**src/rtl/ext_irq_pkg.sv**
```systemverilog
package ext_irq_pkg;
   localparam int NUM_CH = 2;
   localparam int AW     = 2;
   localparam int DW     = 8;

   typedef enum logic [1:0] {
      SENSE_LOW  = 2'b00,
      SENSE_ANY  = 2'b01,
      SENSE_FALL = 2'b10,
      SENSE_RISE = 2'b11
   } sense_e;

   localparam logic [AW-1:0] ADDR_CTL = 2'd0;
   localparam logic [AW-1:0] ADDR_ENA = 2'd1;
   localparam logic [AW-1:0] ADDR_FLG = 2'd2;

   // channel c lives at bit CH_BIT_BASE + c of the enable and flag registers
   localparam int CH_BIT_BASE = 6;

   function automatic int ch_bit(input int c);
      return CH_BIT_BASE + c;
   endfunction
endpackage

```
**src/rtl/eirq_sync.sv**
```systemverilog
module eirq_sync #(
   parameter int   STAGES = 2,
   parameter logic IDLE   = 1'b1
) (
   input  logic clk,
   input  logic rst_n,
   input  logic d,
   output logic q
);
   generate
      if (STAGES < 2) begin : g_bad
         $error("eirq_sync needs at least two stages");
      end
   endgenerate

   logic [STAGES-1:0] sh_q;

   always_ff @(posedge clk or negedge rst_n) begin
      if (!rst_n) sh_q <= {STAGES{IDLE}};
      else        sh_q <= {sh_q[STAGES-2:0], d};
   end

   assign q = sh_q[STAGES-1];
endmodule

```
**src/rtl/eirq_sense.sv**
```systemverilog
module eirq_sense
   import ext_irq_pkg::*;
#(
   parameter logic IDLE = 1'b1
) (
   input  logic   clk,
   input  logic   rst_n,
   input  logic   lvl_in,
   input  sense_e mode,
   output logic   evt,
   output logic   lvl_act
);
   logic prev_q;

   always_ff @(posedge clk or negedge rst_n) begin
      if (!rst_n) prev_q <= IDLE;
      else        prev_q <= lvl_in;
   end

   always_comb begin
      unique case (mode)
         SENSE_ANY:  evt = prev_q ^ lvl_in;
         SENSE_FALL: evt = prev_q & ~lvl_in;
         SENSE_RISE: evt = ~prev_q & lvl_in;
         default:    evt = 1'b0;
      endcase
   end

   assign lvl_act = (mode == SENSE_LOW) & ~lvl_in;

   // an event always coincides with a change of the synchronised pin
   assert_evt_is_change_R7: assert property (@(posedge clk) disable iff (!rst_n)
      evt |-> (lvl_in != $past(lvl_in)));
   // level mode never produces an event
   assert_level_no_evt_R8: assert property (@(posedge clk) disable iff (!rst_n)
      (mode == SENSE_LOW) |-> !evt);
endmodule

```
**src/rtl/eirq_flag.sv**
```systemverilog
module eirq_flag (
   input  logic clk,
   input  logic rst_n,
   input  logic set,
   input  logic clr,
   output logic flag
);
   always_ff @(posedge clk or negedge rst_n) begin
      if (!rst_n)   flag <= 1'b0;
      else if (set) flag <= 1'b1;
      else if (clr) flag <= 1'b0;
   end

   assert_set_wins_R11: assert property (@(posedge clk) disable iff (!rst_n)
      set |=> flag);
   assert_clear_R9: assert property (@(posedge clk) disable iff (!rst_n)
      (clr && !set) |=> !flag);
endmodule

```
**src/rtl/ext_irq_sense.sv**
```systemverilog
module ext_irq_sense
   import ext_irq_pkg::*;
#(
   parameter int   SYNC_STAGES = 2,
   parameter logic PIN_IDLE    = 1'b1
) (
   input  logic              clk,
   input  logic              rst_n,
   input  logic [NUM_CH-1:0] pin_in,
   input  logic              gie,
   input  logic [NUM_CH-1:0] ack,
   input  logic [AW-1:0]     reg_addr,
   input  logic              reg_wr,
   input  logic [DW-1:0]     reg_wdata,
   output logic [DW-1:0]     reg_rdata,
   output logic [NUM_CH-1:0] irq_req,
   output logic [NUM_CH-1:0] irq_sel,
   output logic              irq_any
);
   localparam logic [NUM_CH-1:0] ONE = NUM_CH'(1);

   generate
      if (CH_BIT_BASE + NUM_CH > DW) begin : g_bad_map
         $error("channel bits do not fit the register width");
      end
      if (2 * NUM_CH > DW) begin : g_bad_ctl
         $error("sense fields do not fit the control register");
      end
   endgenerate

   logic [DW-1:0]     ctl_q;
   logic [NUM_CH-1:0] ena_q;
   logic [NUM_CH-1:0] flag;
   logic [NUM_CH-1:0] pend;
   logic [NUM_CH-1:0] sync_pin;
   logic [NUM_CH-1:0] evt;
   logic [NUM_CH-1:0] lvl_act;
   logic [NUM_CH-1:0] sw_clr;

   wire wr_ctl = reg_wr && (reg_addr == ADDR_CTL);
   wire wr_ena = reg_wr && (reg_addr == ADDR_ENA);
   wire wr_flg = reg_wr && (reg_addr == ADDR_FLG);

   always_ff @(posedge clk or negedge rst_n) begin
      if (!rst_n) begin
         ctl_q <= '0;
         ena_q <= '0;
      end else begin
         if (wr_ctl) ctl_q <= reg_wdata;
         if (wr_ena) begin
            for (int c = 0; c < NUM_CH; c++) ena_q[c] <= reg_wdata[ch_bit(c)];
         end
      end
   end

   for (genvar c = 0; c < NUM_CH; c++) begin : g_ch
      eirq_sync #(.STAGES(SYNC_STAGES), .IDLE(PIN_IDLE)) u_sync (
         .clk(clk), .rst_n(rst_n), .d(pin_in[c]), .q(sync_pin[c]));

      eirq_sense #(.IDLE(PIN_IDLE)) u_sense (
         .clk(clk), .rst_n(rst_n), .lvl_in(sync_pin[c]),
         .mode(sense_e'(ctl_q[2*c +: 2])),
         .evt(evt[c]), .lvl_act(lvl_act[c]));

      assign sw_clr[c] = ack[c] | (wr_flg & reg_wdata[ch_bit(c)]);

      eirq_flag u_flag (
         .clk(clk), .rst_n(rst_n), .set(evt[c]), .clr(sw_clr[c]), .flag(flag[c]));
   end

   assign pend    = flag | lvl_act;
   assign irq_req = pend & ena_q & {NUM_CH{gie}};
   assign irq_sel = irq_req & (~irq_req + ONE);
   assign irq_any = |irq_req;

   always_comb begin
      reg_rdata = '0;
      unique case (reg_addr)
         ADDR_CTL: reg_rdata = ctl_q;
         ADDR_ENA: for (int c = 0; c < NUM_CH; c++) reg_rdata[ch_bit(c)] = ena_q[c];
         ADDR_FLG: for (int c = 0; c < NUM_CH; c++) reg_rdata[ch_bit(c)] = flag[c];
         default:  reg_rdata = '0;
      endcase
   end

   assert_req_needs_gie_R12: assert property (@(posedge clk) disable iff (!rst_n)
      irq_any |-> gie);
   assert_req_needs_ena_R12: assert property (@(posedge clk) disable iff (!rst_n)
      (irq_req & ~ena_q) == '0);
   assert_sel_onehot_R13: assert property (@(posedge clk) disable iff (!rst_n)
      $onehot0(irq_sel) && ((irq_sel == '0) == !irq_any));
   assert_sel_prio_R13: assert property (@(posedge clk) disable iff (!rst_n)
      irq_req[0] |-> irq_sel[0]);
   assert_flag_spare_zero_R4: assert property (@(posedge clk) disable iff (!rst_n)
      (reg_addr == ADDR_FLG) |-> (reg_rdata[CH_BIT_BASE-1:0] == '0));
   assert_ack_clears_R10: assert property (@(posedge clk) disable iff (!rst_n)
      (ack[0] && !evt[0]) |=> !flag[0]);
endmodule

```
**config.mk**
```make
export PLATFORM = sky130hd
export DESIGN_NAME = ext_irq_sense
export DESIGN_NICKNAME = d
export VERILOG_FILES = /design/src/rtl/ext_irq_pkg.sv /design/src/rtl/eirq_sync.sv /design/src/rtl/eirq_sense.sv /design/src/rtl/eirq_flag.sv /design/src/rtl/ext_irq_sense.sv
export SDC_FILE = /design/constraint.sdc
export NUM_CORES = 1
export LEC_CHECK = 0
export BUFFER_PORTS_ARGS = -buffer_cell sky130_fd_sc_hd__buf_2
export CAP_MARGIN = 5
export CORE_ASPECT_RATIO = 1.25
export CORE_MARGIN = 4
export CORE_UTILIZATION = 52
export DETAILED_ROUTE_END_ITERATION = 8
export PLACE_DENSITY = 0.81
export SETUP_SLACK_MARGIN = 0.5
export SYNTH_ARGS = -nofsm -noshare
export SYNTH_HDL_FRONTEND = slang
export SYNTH_SLANG_ARGS = --single-unit
```
**constraint.sdc**
```tcl
create_clock -name clk -period 4.1 [get_ports clk]
set_clock_uncertainty 0.05 [all_clocks]
set_input_delay 0.41 -clock clk [delete_from_list [all_inputs] [get_ports clk]]
set_output_delay 0.41 -clock clk [all_outputs]
set_load 0.005 [all_outputs]
```
==> impl_metrics.env, run 1 <==
export IMPL_grt_pass1_wl_mm=2.84
export IMPL_r2r_slack_ns=2.53
export IMPL_worstPathArrival_ns=1.61
export IMPL_synth_top_area_share_pct=33.1
export IMPL_die_w_um=45.4
export IMPL_final_nets=128
export IMPL_syn_avg_cell_area_um2=12.6
export IMPL_drv_slew=0
export IMPL_startpoint_type="register"
export IMPL_power_density_mw_per_mm2=374
export IMPL_ctsResizeCount=0
export IMPL_wl_per_cell_um=14.0
export IMPL_async_flop_share_pct=100
export IMPL_clockRootBuffer="clkbuf_4"
export IMPL_ctsLongestPathBuffers=2
export IMPL_synth_cell_type_count=26
export IMPL_ys_seq_area_share_pct=50.4
export IMPL_io_buffers=30
export IMPL_clk_latency_ns=0.28
export IMPL_row_count=16
export IMPL_vias_per_cell=5.32
export IMPL_fin_util_pct=68.4
export IMPL_yosys_area_top_type="dfrtp_1"
export IMPL_drc_errors=0
export IMPL_worst_pin_slew_ns=0.378
export IMPL_intPower_mw=0.301
export IMPL_critPathLaunch="ctl_q[1]"
export IMPL_fmax_ghz=0.484
export IMPL_die_area_mm2=0.00248
export IMPL_syn_to_final_growth_pct=20.5
export IMPL_crit_path_top_delay_cell="dfrtp_1"
export IMPL_setup_tns_ns=0
export IMPL_synth_most_common_cell="dfrtp_1"
export IMPL_grt_max_degree=19
export IMPL_synthCells=72
export IMPL_cts_tree="yes"
export IMPL_drt_iter0_markers=10
export IMPL_worstPathMaxFanout=5
export IMPL_num_vias=649
export IMPL_min_path_type="in2reg"
export IMPL_post_route_period_util_pct=50.4
export IMPL_dpl_hpwl_mm=1.34
export IMPL_rsz0062_at_grt="false"
export IMPL_synth_main_ff_cell="dfrtp_1"
export IMPL_worstReg2RegEnd="g_ch[0].u_flag.flag"
export IMPL_fin_crit_ns=2.07
export IMPL_ir_worst_vdd_mv=0.257
export IMPL_antennaDiodeCount=0
export IMPL_syn_nets=94
export IMPL_path_cells="or3_1, a21oi_1, nand2b_1, buf_2"
export IMPL_cap_violations=0
export IMPL_clk_pin_slew_ns=0.09
export IMPL_leakage_nw=0.580
export IMPL_p_sw_mw=0.109
export IMPL_cts_sinks=18
export IMPL_worstSetupEndpointType="primary output"
export IMPL_drt_total_wl_mm=1.70
export IMPL_r2r_cells=4
export IMPL_syn_area_um2=908
export IMPL_slew_headroom_pct=74.8
export IMPL_power_frac_clock_pct=20.2
export IMPL_drive_above_1_share_pct=51.0
export IMPL_p_comb_share_pct=23.8
export IMPL_synth_common_cells="dfrtp_1 (12), mux2_4 (8), inv_1 (7)"
export IMPL_seqPwrFrac_pct=56.1
export IMPL_initial_core_util_pct=56.7
export IMPL_postCtsSetupBuffers=0
export IMPL_max_stage_delay_ns=0.43
export IMPL_cts_hold_buffers_added=1
export IMPL_synth_seq_cells=18
export IMPL_yosys_warnings=0
export IMPL_synth_edff_count=0
export IMPL_ios=31
export IMPL_switching_share_pct=26.6
export IMPL_status="finished, final reports clean"
export IMPL_fp_coreArea_mm2=0.00160
export IMPL_r2r_start="g_ch[0].u_sense.prev_q"
export IMPL_worst_setup_path_endpoint="irq_any"
export IMPL_htree_levels=1
export IMPL_die_y_um=54.7
export IMPL_setup_viol=0
export IMPL_ant_nets=0
export IMPL_crit_required_ns=3.64
export IMPL_place_congestion=0.773
export IMPL_hold_violations=0
export IMPL_worstSetupPathType="reg2out"
export IMPL_synthTopCellsByArea="dfrtp_1 (33%), dfstp_2 (17%), mux2_4 (13%)"
export IMPL_antenna_found_initial=0
export IMPL_grt_use_total_pct=16.0
export IMPL_cts_buffers_inserted=3
export IMPL_grt_pass1_vias=654
export IMPL_dr_pass1_iters=4
export IMPL_grt_ovfl_total=0
[registers in the layout, indices dropped and copies added (netlist names)]
| signal | cells |
|---|---|
| ena_q | 2 |
| g_ch.u_sync.sh_q | 4 |
| g_ch.u_sense.prev_q | 2 |
| g_ch.u_flag.flag | 2 |
| ctl_q | 8 |
[power by group through the flow]
stage               combinational [mW]  sequential, mW  clock [mW]
CTS                             0.0988           0.230      0.0844
floorplan                       0.0648           0.225           0
detailed placement              0.0974           0.233           0
global placement                0.0944           0.230           0
global route                     0.108           0.235      0.0913
finish                          0.0973           0.230      0.0826
[metal layers]
layer / up-vias / global-route usage (%) / routed length, um
met4: 0 / 8.78 / 25
met3: 4 / 2.30 / 145
li1: 308 / - / -
met5: - / 0 / 0
met2: 27 / 27.2 / 847
met1: 310 / 19.0 / 685
[logic make-up after synthesis]
logic type               synth area share (%)
buffers and inverters                    4.96
multiplexers                             20.4
adder cells (fa/ha/maj)                  5.51
AND/OR/NAND/NOR                          12.3
AO/OA/AOI/OAI                            6.47
flip-flops                               50.4
[cells in the final DEF, fill, tap and decap left out]
| cell | count |
|---|---|
| nor2_1 | 2 |
| nor2_2 | 1 |
| o211ai_1 | 1 |
| mux2_4 | 8 |
| mux2_2 | 4 |
| dfrtp_1 | 12 |
| buf_2 | 30 |
| o21ai_0 | 2 |
| nor3b_1 | 1 |
| inv_1 | 7 |
| and2_1 | 6 |
| clkbuf_4 | 3 |
| and2b_1 | 1 |
| dlygate4sd3_1 | 1 |
| a21oi_1 | 1 |
| mux2i_1 | 2 |
| dfstp_2 | 6 |
| nand3b_1 | 1 |
| and2_4 | 1 |
| a211o_1 | 1 |
| nand2_1 | 3 |
| or3_1 | 1 |
| nand2b_1 | 1 |
| a311oi_1 | 2 |
| nor3_1 | 1 |
| ha_1 | 4 |
| a221o_1 | 1 |
[critical path: cells and delay by family (launching register included)]
family	cells	cell delay, ns
AO/OA/AOI/OAI	1	0.26
buffers and inverters	1	0.11
flip-flops	1	0.43
AND/OR/NAND/NOR	2	0.53
[stage by stage]
step	setup slack, ns	power, mW	hold WS [ns]	std cells	area [um2]
floorplan	2.47	0.290	0.0644	72	908
global placement	2.39	0.324	0.296	118	1060
detailed placement	2.36	0.330	0.298	118	1060
CTS	2.03	0.413	0.161	122	1090
global route	1.94	0.434	0.155	122	1090
finish	2.03	0.410	0.167	122	1090
[layout make-up]
class                      count  area [um2]
clock buffer                   3        22.5
fill                         129         507
inverter                       7        26.3
multi-input combinational     45         405
sequential                    18         458
tap                           18        22.5
timing repair buffer          31         160
[how the worst min path moves through the flow]
stage	start	slack, ns	to	depth (start not counted)
final	pin_in[1]	0.17	g_ch[1].u_sync.sh_q[0]	1
after global routing	pin_in[0]	0.15	g_ch[0].u_sync.sh_q[0]	1
after CTS	pin_in[1]	0.16	g_ch[1].u_sync.sh_q[0]	1
after detailed placement	rst_n	0.30	g_ch[0].u_flag.flag	1
after global placement	rst_n	0.30	g_ch[0].u_flag.flag	1
after floorplan	rst_n	0.06	ctl_q[0]	0
(Power assumes the default switching activity.)
==> run 2, diff against run 1 <==
--- a/config.mk
+++ b/config.mk
@@ -9,9 +9,9 @@
 export CAP_MARGIN = 5
 export CORE_ASPECT_RATIO = 1.25
 export CORE_MARGIN = 4
-export CORE_UTILIZATION = 52
+export CORE_UTILIZATION = 48
 export DETAILED_ROUTE_END_ITERATION = 8
-export PLACE_DENSITY = 0.81
+export PLACE_DENSITY = 0.76
 export SETUP_SLACK_MARGIN = 0.5
 export SYNTH_ARGS = -nofsm -noshare
 export SYNTH_HDL_FRONTEND = slang
==> constraint.sdc (replaced) <==
create_clock -name clk -period 2.15 [get_ports clk]
set_clock_uncertainty 0.05 [all_clocks]
set_input_delay 0.215 -clock clk [delete_from_list [all_inputs] [get_ports clk]]
set_output_delay 0.215 -clock clk [all_outputs]
set_load 0.005 [all_outputs]
==> run 2 against run 1 <==
Net effect:
- cell area rose by 8.6%
- sequential power is 89% higher
- core utilization shrank 1.8 points
- hold slack got worse by 0.081 ns
- global-route usage fell by 1.1 points
- flip-flop and latch count unchanged
- critical endpoint unchanged
- final cell count is 7.4% higher
- non-clock buffer count increased by 7
- die area is 7.0% higher
- clock power grew to 2.5 times the previous value
==> impl_metrics.env, run 2 (synthesized netlist as in run 1, its figures left out) <==
export IMPL_worstPathArrival_ns=1.47
export IMPL_layoutNonFillerInstCount=131
export IMPL_drt_iter0_markers=4
export IMPL_use_met3_pct=2.56
export IMPL_die_w_um=46.9
export IMPL_largest_register_ffs=8
export IMPL_grt_pass1_vias=713
export IMPL_ir_worst_vdd_mv=0.448
export IMPL_crit_required_ns=1.88
export IMPL_num_vias=669
export IMPL_grt_max_degree=19
export IMPL_clk_latency_ns=0.30
export IMPL_cts_buffers_inserted=3
export IMPL_min_path_type="in2reg"
export IMPL_worstSetupPathType="reg2out"
export IMPL_final_nets=135
export IMPL_critPathLaunch="ctl_q[0]"
export IMPL_startpoint_type="register"
export IMPL_hold_start="reg_wdata[2]"
export IMPL_grt_use_total_pct=14.9
export IMPL_place_congestion=0.794
export IMPL_drt_total_wl_mm=1.86
export IMPL_clockRootBuffer="clkbuf_4"
export IMPL_multi_input_area_um2=427
export IMPL_gr_max_usage_layer="met2"
export IMPL_hold_violations=0
export IMPL_final_common_cell="buf_2"
export IMPL_clk_pin_slew_ns=0.10
export IMPL_top_regs="ctl_q x8, g_ch.u_sync.sh_q x4"
export IMPL_die_y_um=56.6
export IMPL_post_route_period_util_pct=80.8
export IMPL_fillerInstances=145
export IMPL_initial_core_util_pct=50.8
export IMPL_antennaDiodeCount=0
export IMPL_ios=31
export IMPL_row_count=17
export IMPL_use_met1_pct=19.9
export IMPL_fp_coreArea_mm2=0.00179
export IMPL_leakage_nw=0.623
export IMPL_grt_pass1_wl_mm=2.88
export IMPL_worst_pin_slew_ns=0.388
export IMPL_regMostFlops="ctl_q"
export IMPL_drc_errors=0
export IMPL_dr_pass1_iters=3
export IMPL_layout_common_cells="buf_2 (30), dfrtp_1 (12), mux2_4 (8), inv_1 (7)"
export IMPL_vias_per_cell=5.11
export IMPL_drive_above_1_share_pct=55.4
export IMPL_wl_per_cell_um=14.2
export IMPL_fmax_ghz=0.576
export IMPL_r2r_start="g_ch[1].u_sync.sh_q[1]"
export IMPL_ctsLongestPathBuffers=2
export IMPL_cts_tree="yes"
export IMPL_die_area_mm2=0.00266
export IMPL_drv_slew=0
export IMPL_dp_cells=119
export IMPL_slew_headroom_pct=74.2
export IMPL_fin_crit_ns=1.74
export IMPL_dpl_hpwl_mm=1.34
export IMPL_worstPathMaxFanout=4
export IMPL_antenna_found_initial=0
export IMPL_worstSetupEndpointType="primary output"
export IMPL_grt_util_met2_pct=21.9
export IMPL_regArea_um2=458
export IMPL_ant_nets=0
export IMPL_grt_ovfl_total=0
export IMPL_htree_levels=1
export IMPL_cap_violations=0
export IMPL_io_buffers=30
export IMPL_power_density_mw_per_mm2=730
export IMPL_fin_util_pct=66.5
export IMPL_setup_viol=0
export IMPL_cts_sinks=18
export IMPL_setup_tns_ns=0
export IMPL_syn_to_final_growth_pct=30.9
export IMPL_rsz0062_at_grt="true"
export IMPL_status="finished, final reports clean"
run 2: repair_timing:
item / CTS / global route
hold buffers: 3 / 0
endpoints found under the hold margin: 14 / 0
endpoints found under the setup margin: 4 / 6
pin swaps: 2 / 2
buffers inserted: 3 / 2
resized for setup: 1 / 3
run 2: critical path: stages, from the launching register on:
cell and delay [ns]:
dfrtp_1 0.40, or3_4 0.39, a21oi_4 0.17, nand2b_1 0.11
buf_2 0.11
run 2: final cells by class:
cell class                 count  area share [%]
sequential                    18            38.5
multi-input combinational     45            35.9
timing repair buffer          38            18.3
clock buffer                   4            3.05
inverter                       7            2.21
tap                           19            2.00
run 2: power by group:
part | switching, mW | leakage (nW) | internal (mW)
sequential | 0.0390 | 0.206 | 0.395
clock | 0.106 | 0.0210 | 0.103
combinational | 0.0878 | 0.396 | 0.136
total | 0.233 | 0.623 | 0.634
run 2: worst paths after layout:
path | end | depth (start not counted) | slack (ns)
max reg2reg | g_ch[1].u_flag.flag | 5 | 0.58
max | irq_any | 4 | 0.41
min reg2reg | g_ch[0].u_sync.sh_q[1] | 0 | 0.31
min | ctl_q[2] | 2 | 0.09
min in group asynchronous | ctl_q[3] | 2 | 0.31
max in group asynchronous | g_ch[0].u_sense.prev_q | 2 | 1.42
run 2: metal layers:
| metal | share of wire (%) | wire, um |
|---|---|---|
| met1 | 43 | 794 |
| met2 | 48 | 890 |
| met3 | 7.2 | 134 |
| met4 | 2.1 | 39 |
| met5 | 0 | 0 |
run 2: through the flow:
stage	setup slack (ns)	total power, mW	area (um2)	hold WS, ns
6_report	0.414	0.867	1190	0.0858
5_1_grt	0.359	0.916	1190	0.0870
4_1_cts	0.407	0.860	1160	0.0783
3_5_place_dp	0.619	0.629	1060	0.114
3_3_place_gp	0.642	0.618	1060	0.105
2_1_floorplan	0.685	0.554	908	-0.131
==> run 3, diff against run 2 <==
--- a/config.mk
+++ b/config.mk
@@ -5,13 +5,14 @@
 export SDC_FILE = /design/constraint.sdc
 export NUM_CORES = 1
 export LEC_CHECK = 0
+export ABC_AREA = 1
 export BUFFER_PORTS_ARGS = -buffer_cell sky130_fd_sc_hd__buf_2
 export CAP_MARGIN = 5
 export CORE_ASPECT_RATIO = 1.25
 export CORE_MARGIN = 4
-export CORE_UTILIZATION = 48
+export CORE_UTILIZATION = 44
 export DETAILED_ROUTE_END_ITERATION = 8
-export PLACE_DENSITY = 0.76
+export PLACE_DENSITY = 0.73
 export SETUP_SLACK_MARGIN = 0.5
 export SYNTH_ARGS = -nofsm -noshare
 export SYNTH_HDL_FRONTEND = slang
==> constraint.sdc (replaced) <==
create_clock -name clk -period 1.4 [get_ports clk]
set_clock_uncertainty 0.05 [all_clocks]
set_input_delay 0.14 -clock clk [delete_from_list [all_inputs] [get_ports clk]]
set_output_delay 0.14 -clock clk [all_outputs]
set_load 0.005 [all_outputs]
==> run 3 against run 2 <==
Net effect:
- the run now ends with negative setup slack left
- core utilization fell by 1.6 points
- register-to-register slack got worse by 0.48 ns
- count of clock-buffer cells in the layout did not move
- via count rose by 27%
- largest power group unchanged
==> impl_metrics.env, run 3 <==
export IMPL_status="finished with violations"
export IMPL_violations="negative setup slack"
export IMPL_wl_per_cell_um=11.8
export IMPL_grt_pass1_vias=803
export IMPL_regMostFlops="ctl_q"
export IMPL_fmax_ghz=0.701
export IMPL_post_route_period_util_pct=102
export IMPL_dr_pass1_iters=4
export IMPL_die_area_mm2=0.00290
export IMPL_largest_register_ffs=8
export IMPL_startpoint_type="register"
export IMPL_worstSetupPathType="reg2out"
export IMPL_synth_top_area_share_pct=32.5
export IMPL_drt_iter0_markers=22
export IMPL_vias_per_cell=4.88
export IMPL_io_buffers=30
export IMPL_clk_latency_ns=0.29
export IMPL_synth_most_common_cell="nand2_1"
export IMPL_ys_seq_area_share_pct=49.5
export IMPL_power_density_mw_per_mm2=1040
export IMPL_gr_max_usage_layer="met2"
export IMPL_antenna_found_initial=0
export IMPL_synth_common_cells="nand2_1 (21), inv_1 (19), nor2_1 (16)"
export IMPL_min_path_type="in2reg"
export IMPL_initial_core_util_pct=46.7
export IMPL_clk_pin_slew_ns=0.11
export IMPL_fillerInstances=170
export IMPL_cts_tree="yes"
export IMPL_synth_edff_count=0
export IMPL_die_w_um=49
export IMPL_fp_coreArea_mm2=0.00198
export IMPL_grt_use_total_pct=14.0
export IMPL_yosys_area_top_type="dfrtp_1"
export IMPL_synth_main_ff_cell="dfrtp_1"
export IMPL_synthTopCellsByArea="dfrtp_1 (32%), dfstp_2 (17%), nand2_1 (8.5%)"
export IMPL_num_vias=849
export IMPL_yosys_warnings=0
export IMPL_top_regs="ctl_q x8, g_ch.u_sync.sh_q x4"
export IMPL_hold_worst_slack_ns=0.0348
export IMPL_cts_sinks=18
export IMPL_hold_violations=0
export IMPL_grt_ovfl_total=0
export IMPL_antennaDiodeCount=0
export IMPL_row_count=18
export IMPL_ir_worst_vdd_mv=0.711
export IMPL_layout_common_cells="buf_2 (30), nand2_1 (17), inv_1 (13), nor2_1 (13), dfrtp_1 (12)"
export IMPL_syn_area_um2=925
export IMPL_cts_buffers_inserted=3
export IMPL_place_congestion=0.798
export IMPL_fin_util_pct=64.9
export IMPL_use_met3_pct=2.77
export IMPL_rsz0062_at_grt="true"
export IMPL_grt_util_met2_pct=25.0
export IMPL_p_total_mw=1.34
export IMPL_syn_avg_cell_area_um2=8.48
export IMPL_async_flop_share_pct=100
export IMPL_worstSetupEndpointType="primary output"
export IMPL_grt_pass1_wl_mm=3.30
export IMPL_drive_above_1_share_pct=50.0
export IMPL_ios=31
export IMPL_fin_crit_ns=1.43
export IMPL_htree_levels=1
export IMPL_hold_start="reg_wdata[2]"
export IMPL_use_met1_pct=17.4
export IMPL_worstPathArrival_ns=1.24
export IMPL_r2r_start="g_ch[1].u_sync.sh_q[1]"
export IMPL_drt_total_wl_mm=2.06
export IMPL_drc_errors=0
export IMPL_grt_max_degree=19
export IMPL_setup_viol=3
export IMPL_leakage_nw=0.705
export IMPL_worst_pin_slew_ns=0.396
export IMPL_cap_violations=0
export IMPL_slew_headroom_pct=73.6
export IMPL_fin_ws_ns=-0.0259
export IMPL_synth_cell_type_count=15
export IMPL_drv_slew=0
export IMPL_dpl_hpwl_mm=1.36
export IMPL_syn_nets=131
export IMPL_clockRootBuffer="clkbuf_4"
export IMPL_ctsLongestPathBuffers=2
export IMPL_synth_seq_cells=18
export IMPL_final_common_cell="buf_2"
export IMPL_crit_required_ns=1.21
export IMPL_die_y_um=59.3
export IMPL_syn_to_final_growth_pct=39.1
export IMPL_critPathLaunch="g_ch[0].u_sync.sh_q[1]"
export IMPL_worstPathMaxFanout=2
export IMPL_ant_nets=0
export IMPL_synthCells=109
export IMPL_final_nets=177
## run 3: critical path, cell delays in order, from the launching register on
cell and delay [ns]:
dfstp_2 0.55, inv_2 0.04, nand2_2 0.08, nand2_2 0.05, nand3_1 0.06, nand2_1 0.05
buf_2 0.12
## run 3: area by class of cell
class	count	area [um2]	share of cell area, %
Sequential cell	18	458	35.6
Multi-Input combinational cell	70	433	33.7
Timing Repair Buffer	43	263	20.4
Inverter	19	71.3	5.54
Clock buffer	4	36.3	2.82
Tap cell	20	25.0	1.95
## run 3: cell families after synthesis
group | share of synthesized area, %
compound gates | 11.4
buf+inv | 9.74
flops | 49.5
simple gates | 24.0
fa+ha+maj | 5.41
## run 3: path summary, 6_finish.rpt
path | to | slack, ns | cells past startpoint
max | irq_any | -0.03 | 6
min | ctl_q[2] | 0.03 | 3
max reg2reg | g_ch[1].u_flag.flag | 0.10 | 5
min reg2reg | g_ch[1].u_sync.sh_q[1] | 0.31 | 0
max in group asynchronous | g_ch[0].u_sense.prev_q | 0.72 | 2
min in group asynchronous | ctl_q[2] | 0.26 | 2
## run 3: per-stage QoR
step           worst slack [ns]  TNS (ns)  cells  instance area [um2]
6_report                -0.0259   -0.0403    174                 1290
5_1_grt                  -0.101    -0.332    174                 1290
4_1_cts                 -0.0200   -0.0375    170                 1220
3_5_place_dp              0.228         0    157                 1090
3_3_place_gp              0.228         0    157                 1090
2_1_floorplan             0.282         0    109                  931
## run 3: metal layers
metal / share of wire [%] / up-vias
met5: 0 / -
met4: 0.63 / 0
met3: 5.5 / 2
met2: 49 / 24
met1: 44 / 394
li1: - / 429
## run 3: repair_timing
item	4_1_cts	5_1_grt
buffers inserted	6	4
pin swaps	10	2
setup endpoints to repair	15	15
hold endpoints to repair	14	0
hold buffers	3	0
gates resized for setup	9	9
## run 3: power by group
group          leakage (nW)  switching [mW]  internal [mW]  total, mW
registers             0.200          0.0464          0.596      0.643
logic                 0.484           0.200          0.178      0.378
clock network        0.0210           0.163          0.158      0.321
total                 0.705           0.409          0.933       1.34
